[src/rtl/imm_gen_pkg.sv]
package imm_gen_pkg;

    localparam int XLEN  = 32;
    localparam int OPC_W = 7;

    localparam logic [OPC_W-1:0] OPC_LOAD   = 7'b0000011;
    localparam logic [OPC_W-1:0] OPC_OPIMM  = 7'b0010011;
    localparam logic [OPC_W-1:0] OPC_JREG   = 7'b1100111;
    localparam logic [OPC_W-1:0] OPC_STORE  = 7'b0100011;
    localparam logic [OPC_W-1:0] OPC_BRANCH = 7'b1100011;
    localparam logic [OPC_W-1:0] OPC_LUI    = 7'b0110111;
    localparam logic [OPC_W-1:0] OPC_AUIPC  = 7'b0010111;
    localparam logic [OPC_W-1:0] OPC_JLINK  = 7'b1101111;

    typedef enum logic [2:0] {
        FMT_NONE = 3'd0,
        FMT_I    = 3'd1,
        FMT_S    = 3'd2,
        FMT_B    = 3'd3,
        FMT_U    = 3'd4,
        FMT_J    = 3'd5
    } imm_fmt_e;

endpackage

[src/rtl/imm_fmt_decode.sv]
module imm_fmt_decode
    import imm_gen_pkg::*;
(
    input  logic [OPC_W-1:0] opcode_i,
    output imm_fmt_e         fmt_o,
    output logic             tgt_en_o
);

    always_comb begin
        unique case (opcode_i)
            OPC_LOAD, OPC_OPIMM, OPC_JREG: fmt_o = FMT_I;
            OPC_STORE:                     fmt_o = FMT_S;
            OPC_BRANCH:                    fmt_o = FMT_B;
            OPC_LUI, OPC_AUIPC:            fmt_o = FMT_U;
            OPC_JLINK:                     fmt_o = FMT_J;
            default:                       fmt_o = FMT_NONE;
        endcase
    end

    // Only relative control transfers produce a destination address.
    assign tgt_en_o = (fmt_o == FMT_B) || (fmt_o == FMT_J);

endmodule

[src/rtl/imm_field_extract.sv]
module imm_field_extract
    import imm_gen_pkg::*;
#(
    parameter int W = XLEN
) (
    input  logic [31:7]  body_i,
    input  imm_fmt_e     fmt_i,
    output logic [W-1:0] imm_o
);

    localparam int I_BITS = 12;
    localparam int B_BITS = 13;
    localparam int U_BITS = 20;
    localparam int J_BITS = 21;

    logic sgn;
    assign sgn = body_i[31];

    always_comb begin
        unique case (fmt_i)
            FMT_I: imm_o = {{(W-I_BITS){sgn}}, body_i[31:20]};
            FMT_S: imm_o = {{(W-I_BITS){sgn}}, body_i[31:25], body_i[11:7]};
            FMT_B: imm_o = {{(W-B_BITS){sgn}}, sgn, body_i[7], body_i[30:25],
                            body_i[11:8], 1'b0};
            FMT_U: imm_o = {{(W-32){sgn}}, body_i[31:12], {(32-U_BITS){1'b0}}};
            FMT_J: imm_o = {{(W-J_BITS){sgn}}, sgn, body_i[19:12], body_i[20],
                            body_i[30:21], 1'b0};
            default: imm_o = '0;
        endcase
    end

endmodule

[src/rtl/imm_target_adder.sv]
module imm_target_adder #(
    parameter int W = 32
) (
    input  logic [W-1:0] pc_i,
    input  logic [W-1:0] ofs_i,
    input  logic         en_i,
    output logic [W-1:0] tgt_o
);

    logic [W-1:0] sum;

    // Carry out of the top bit is discarded: the address space wraps.
    assign sum   = pc_i + ofs_i;
    assign tgt_o = en_i ? sum : '0;

endmodule

[src/rtl/imm_target_gen.sv]
module imm_target_gen
    import imm_gen_pkg::*;
(
    input  logic [31:0] instr_i,
    input  logic [31:0] pc_i,
    output logic [31:0] imm_o,
    output logic [31:0] target_o
);

    imm_fmt_e fmt;
    logic     tgt_en;

    imm_fmt_decode u_dec (
        .opcode_i (instr_i[OPC_W-1:0]),
        .fmt_o    (fmt),
        .tgt_en_o (tgt_en)
    );

    imm_field_extract #(.W(XLEN)) u_ext (
        .body_i (instr_i[31:7]),
        .fmt_i  (fmt),
        .imm_o  (imm_o)
    );

    imm_target_adder #(.W(XLEN)) u_add (
        .pc_i  (pc_i),
        .ofs_i (imm_o),
        .en_i  (tgt_en),
        .tgt_o (target_o)
    );

endmodule

[config.mk]
export PLATFORM = sky130hd
export DESIGN_NAME = imm_target_gen
export DESIGN_NICKNAME = d
export VERILOG_FILES = /design/src/rtl/imm_gen_pkg.sv /design/src/rtl/imm_fmt_decode.sv /design/src/rtl/imm_field_extract.sv /design/src/rtl/imm_target_adder.sv /design/src/rtl/imm_target_gen.sv
export SDC_FILE = /design/constraint.sdc
export NUM_CORES = 1
export LEC_CHECK = 0
export CAP_MARGIN = 10
export CELL_PAD_IN_SITES_DETAIL_PLACEMENT = 0
export CELL_PAD_IN_SITES_GLOBAL_PLACEMENT = 1
export CORE_MARGIN = 8
export CORE_UTILIZATION = 35
export DETAILED_ROUTE_END_ITERATION = 10
export DONT_BUFFER_PORTS = 1
export MAX_ROUTING_LAYER = met4
export PLACE_DENSITY_LB_ADDON = 0.1
export REMOVE_ABC_BUFFERS = 1
export SYNTH_ARGS = -nofsm -noshare
export SYNTH_HDL_FRONTEND = slang
export SYNTH_HIERARCHICAL = 1
export SYNTH_SLANG_ARGS = --single-unit
[constraint.sdc]
create_clock -name vclk -period 3.3
set_clock_uncertainty 0.15 [all_clocks]
set_input_delay 0.165 -clock vclk [all_inputs]
set_output_delay 0.165 -clock vclk [all_outputs]
set_load 0.005 [all_outputs]
* Word level (Yosys, flattened, before mapping)
Index checks and enable logic that the tools add are counted.
Storage, ports and cells: input bits 64, bits in registers 0, word-level logic and storage cells 20
Cells by class: $add $sub $neg 1, muxes and demuxes 3, reduce and logical (&&, ||, !) cells 3, equal/unequal tests 13
Operators by type and width (number):
- $pmux 32 s5 | 1
- $add 32x32->32 | 1
- $mux 32 | 1
- $eq 7x7->1 const B | 3
- $pmux 3 s5 | 1
- $eq 7x5->1 const B | 2
- $eq 7x6->1 const B | 2
- $eq 7x2->1 const B | 1
- $eq 3x2->1 const B | 2
- $eq 3x3->1 const B | 2
- $eq 3x1->1 const B | 1
- $reduce_or 3->1 | 1
- $reduce_or 2->1 | 1
- $logic_or 1x1->1 | 1

* Depth between registers and ports, before layout
word-level depth 7, depth in mapped cells 16

* Cells and area by module
The synthesis kept the hierarchy.
Modules (own cells, without submodules):
- imm_target_adder | times used 1, area each 2021.9 um^2, seq. area each 0.0 um^2, cells each 297
- imm_field_extract | times used 1, area each 390.4 um^2, seq. area each 0.0 um^2, cells each 66
- imm_fmt_decode | times used 1, area each 92.6 um^2, seq. area each 0.0 um^2, cells each 14

* Least setup slack after synthesis
Ideal clock, no wire load.
path type input to output, start point input port instr_i[6], end point output port target_o[28], arrival 3.316 ns, path slack -0.331 ns, stages 14, required time 2.985 ns, path through or3b_1 a21oi_1 and2b_1 buf_4 nand2_1 o21ai_0 ha_1 buf_6 a21o_1 or2_2 a221oi_1 o22ai_2 a221oi_2 mux2i_1
Between the ends: word-level cells in the longest chain between the ends 7
Ends and longest elaborated chain:
- start, declared | RTL line imm_target_gen.sv:4 | input logic [31:0] instr_i,
- $eq 7x2->1, or another cell as far along | RTL line imm_fmt_decode.sv:10 | unique case (opcode_i)
- $reduce_or 3->1 or $reduce_or 2->1 (tied branches) | RTL line imm_fmt_decode.sv:10
- $pmux 3 s5 (*) | RTL line imm_fmt_decode.sv:10
- net fmt[2] | RTL line imm_target_gen.sv:10 | imm_fmt_e fmt;
- $eq 3x3->1, or another cell as far along | RTL line imm_field_extract.sv:20 | unique case (fmt_i)
- $pmux 32 s5 (*) | RTL line imm_field_extract.sv:20
- net imm_o[23] | RTL line imm_target_gen.sv:6 | output logic [31:0] imm_o,
- $add 32x32->32 (*) | RTL line imm_target_adder.sv:13 | assign sum = pc_i + ofs_i;
- $mux 32 (*) | RTL line imm_target_adder.sv:14 | assign tgt_o = en_i ? sum : '0;
- end, declared | RTL line imm_target_gen.sv:7 | output logic [31:0] target_o
The timed path passes the listed nets; every way through them passes the cells marked *.

* Worst setup path in the final report
start point input port instr_i[6], end point output port target_o[20]
Between the ends: word-level cells in the longest chain between the ends 7
Ends and longest elaborated chain (RTL line):
- $eq 7x2->1, or another cell as far along | imm_fmt_decode.sv:10
- $reduce_or 3->1 or $reduce_or 2->1 (tied branches) | imm_fmt_decode.sv:10
- $pmux 3 s5 (*) | imm_fmt_decode.sv:10
- net fmt[2] | imm_target_gen.sv:10
- $eq 3x3->1, or another cell as far along | imm_fmt_decode.sv:21, imm_field_extract.sv:20
- $pmux 32 s5 | imm_field_extract.sv:20
- $add 32x32->32 | imm_target_adder.sv:13
- $mux 32 (*) | imm_target_adder.sv:14
Marks and branches as above.

==> flow_metrics.py <==
metrics = {
    "critical_path": {
        "arrival_ns": 3.05,
        "startpoint_type": "primary input",
        "endpoint_kind": "primary output",
        "critPathSlowestCell": "or3b_4",
        "crit_required_ns": 2.98,
        "critPathMaxStageDelay_ns": 0.38,
        "crit_fanout": 5,
        "cp_cell_sequence": "or3b_4, a21oi_2, buf_6, nor2b_4, or2_4, buf_6, and2_4, ha_4, inv_1, o221a_2, a211oi_2, o21ai_2, nor2b_4, o21bai_1, mux2i_1, buf_4",
        "crit_type": "in -> out",
    },
    "timing": {
        "slew_viol_final": 0,
        "finalSetupViolCount": 6,
        "worst_slew_pin_slew_ns": 0.413,
        "finalHoldViolations": 0,
        "max_freq_mhz": 297,
        "hold_slack_ns": 0.392,
        "finalCritPeriodShare_pct": 102,
        "relSlewSlack_pct": 72.2,
        "rsz0062_at_grt": "yes",
        "fin_crit_ns": 3.37,
        "fin_ws_ns": -0.0652,
    },
    "global_routing": {
        "grt_first_pass_wirelength_mm": 18.0,
        "grt_pass1_vias": 3679,
        "grt_max_degree": 27,
        "antenna_found_initial": 0,
        "grt-ovfl-total": 0,
        "grt_usage_pct": 22.1,
    },
    "logic_synthesis": {
        "ys_seq_area_share_pct": 0,
        "yosysUniqueCellTypes": 70,
        "syn_inst": 377,
        "syn_area_um2": 2500,
        "yosysTopAreaCell": "ha_1",
        "synth_top_area_share_pct": 15.5,
        "synth.avg_cell_area_um2": 6.64,
        "synth_most_common_cell": "nand2_1",
        "yosys-top-cells-count": "47 x nand2_1, 41 x nor2_1, 31 x a21oi_1, 31 x ha_1, 23 x o21ai_0",
        "yosys-top-cells-area": "ha_1 15%, nand2_1 7.0%, a21oi_1 6.2%",
        "yosysWarnings": 6,
    },
    "finish": {
        "fillerInstances": 666,
        "layout.cells.non_filler": 634,
        "area_growth_pct": 81.5,
        "n_antenna_cell": 0,
        "multi_input_area_um2": 2990,
        "fin_nets": 633,
        "clockBufferCount": 0,
        "drive_above_1_share_pct": 54.6,
        "nFlopsAndLatches": 0,
        "seq_area_um2": 0,
    },
    "power": {
        "cellPowerDensity_nw_per_um2": 83.2,
        "vdd_drop_max_uv": 39.3,
        "p_leak_nw": 2.05,
        "total_power_uw": 378,
    },
    "place": {
        "place_ws_ns": -0.322,
        "io_buffers": 0,
        "place_congestion": 0.932,
        "place_hpwl_mm": 9.00,
        "dp.cells": 618,
    },
    "hold_path": {
        "hold_path.class": "in -> out",
    },
    "flow_run": {
        "max_cap_viol_count": 0,
    },
    "die": {
        "die_area_um2": 10100,
        "start_util_pct": 35.3,
        "core_um2": 7100,
        "std_cell_rows": 31,
        "die_h_um": 101,
        "dieWidth_um": 101,
        "ios": 128,
    },
    "route": {
        "drt_iter0_drc": 114,
        "wirelength_mm": 11.4,
        "drcViolationCount": 0,
        "routedWlPerCell_um": 18.0,
        "routed_via_density": 5.43,
        "vias": 3442,
        "antenna_left": 0,
        "firstDrtPassIters": 4,
    },
    "cts": {
        "holdBufCountCts": 0,
    },
    "status": {
        "violations": "negative setup slack",
        "outcome": "finished, violations left",
    },
}
final timing paths:
path              depth (start not counted)        start      endpoint
hold / removal                            2  instr_i[12]     imm_o[12]
setup / recovery                         16   instr_i[6]  target_o[20]
through the flow:
| step | util (%) | setup TNS (ns) | area, µm² |
|---|---|---|---|
| detailed placement | 52.6 | -3.09 | 3740 |
| floorplan | - | -24.08 | 2380 |
| global route | 64.0 | -2.29 | 4550 |
| finish | 64.0 | -0.198 | 4550 |
| CTS | 60.0 | -1.06 | 4260 |
| global placement | 52.6 | -2.22 | 3740 |
power by group:
group / leakage (nW) / switching, mW / internal [mW]
Combinational: 2.05 / 0.177 / 0.202
Clock: 0 / 0 / 0
Sequential: 0 / 0 / 0
Total: 2.05 / 0.177 / 0.202
cell usage in the layout (no fill, tap or decap), drive strengths merged, types with 6 or more instances in the layout:
master,netlist,final
nand2,48,48
a21oi,34,34
nand2b,8,8
a211oi,6,6
a21o,16,16
xor2,12,12
buf,11,177
ha,31,31
nand4,11,11
nand3,8,8
inv,9,9
and2,9,9
nor3,7,7
nor2b,8,8
nor2,41,41
o21ai,29,29
xnor2,9,9
layout make-up:
class	count	share of cell area, %
inverters	10	0.826
multi-input cells	347	65.8
well taps	99	2.73
repair buffers	178	30.7
worst max-delay path: cells and delay by family:
kind,cells,cell delay [ns]
multiplexers,1,0.20
AND/OR/NAND/NOR,5,0.95
AO/OA/AOI/OAI,5,1.03
adder cells (fa/ha/maj),1,0.28
buffers and inverters,4,0.42
kinds of logic (layout without fill, tap and decap cells):
| family | count (synthesis) | after routing | synth area share [%] |
|---|---|---|---|
| xor gates and xnor gates | 21 | 21 | 7.34 |
| and+or+nand+nor | 164 | 164 | 33.1 |
| AOI/OAI and AO/OA | 125 | 125 | 34.7 |
| muxes | 5 | 5 | 2.00 |
| adders and majority gates | 32 | 32 | 16.3 |
| buffers and inverters | 30 | 188 | 6.59 |
per-layer routing:
layer  GRT usage (%)  up-vias  share of wire, %
met1            23.6     1597                39
met4            4.65        0               2.0
met5               -        -                 0
li1                -     1704                 -
met3            6.08       19               8.9
met2            39.7      122                50
what timing repair did:
action | CTS | global route
gates resized for setup | 78 | 52
endpoints found under the setup margin | 18 | 20
pin swaps | 36 | 34
setup buffers | 12 | 3
gates cloned | 0 | 1
Power figures use the tool's default switching activity.
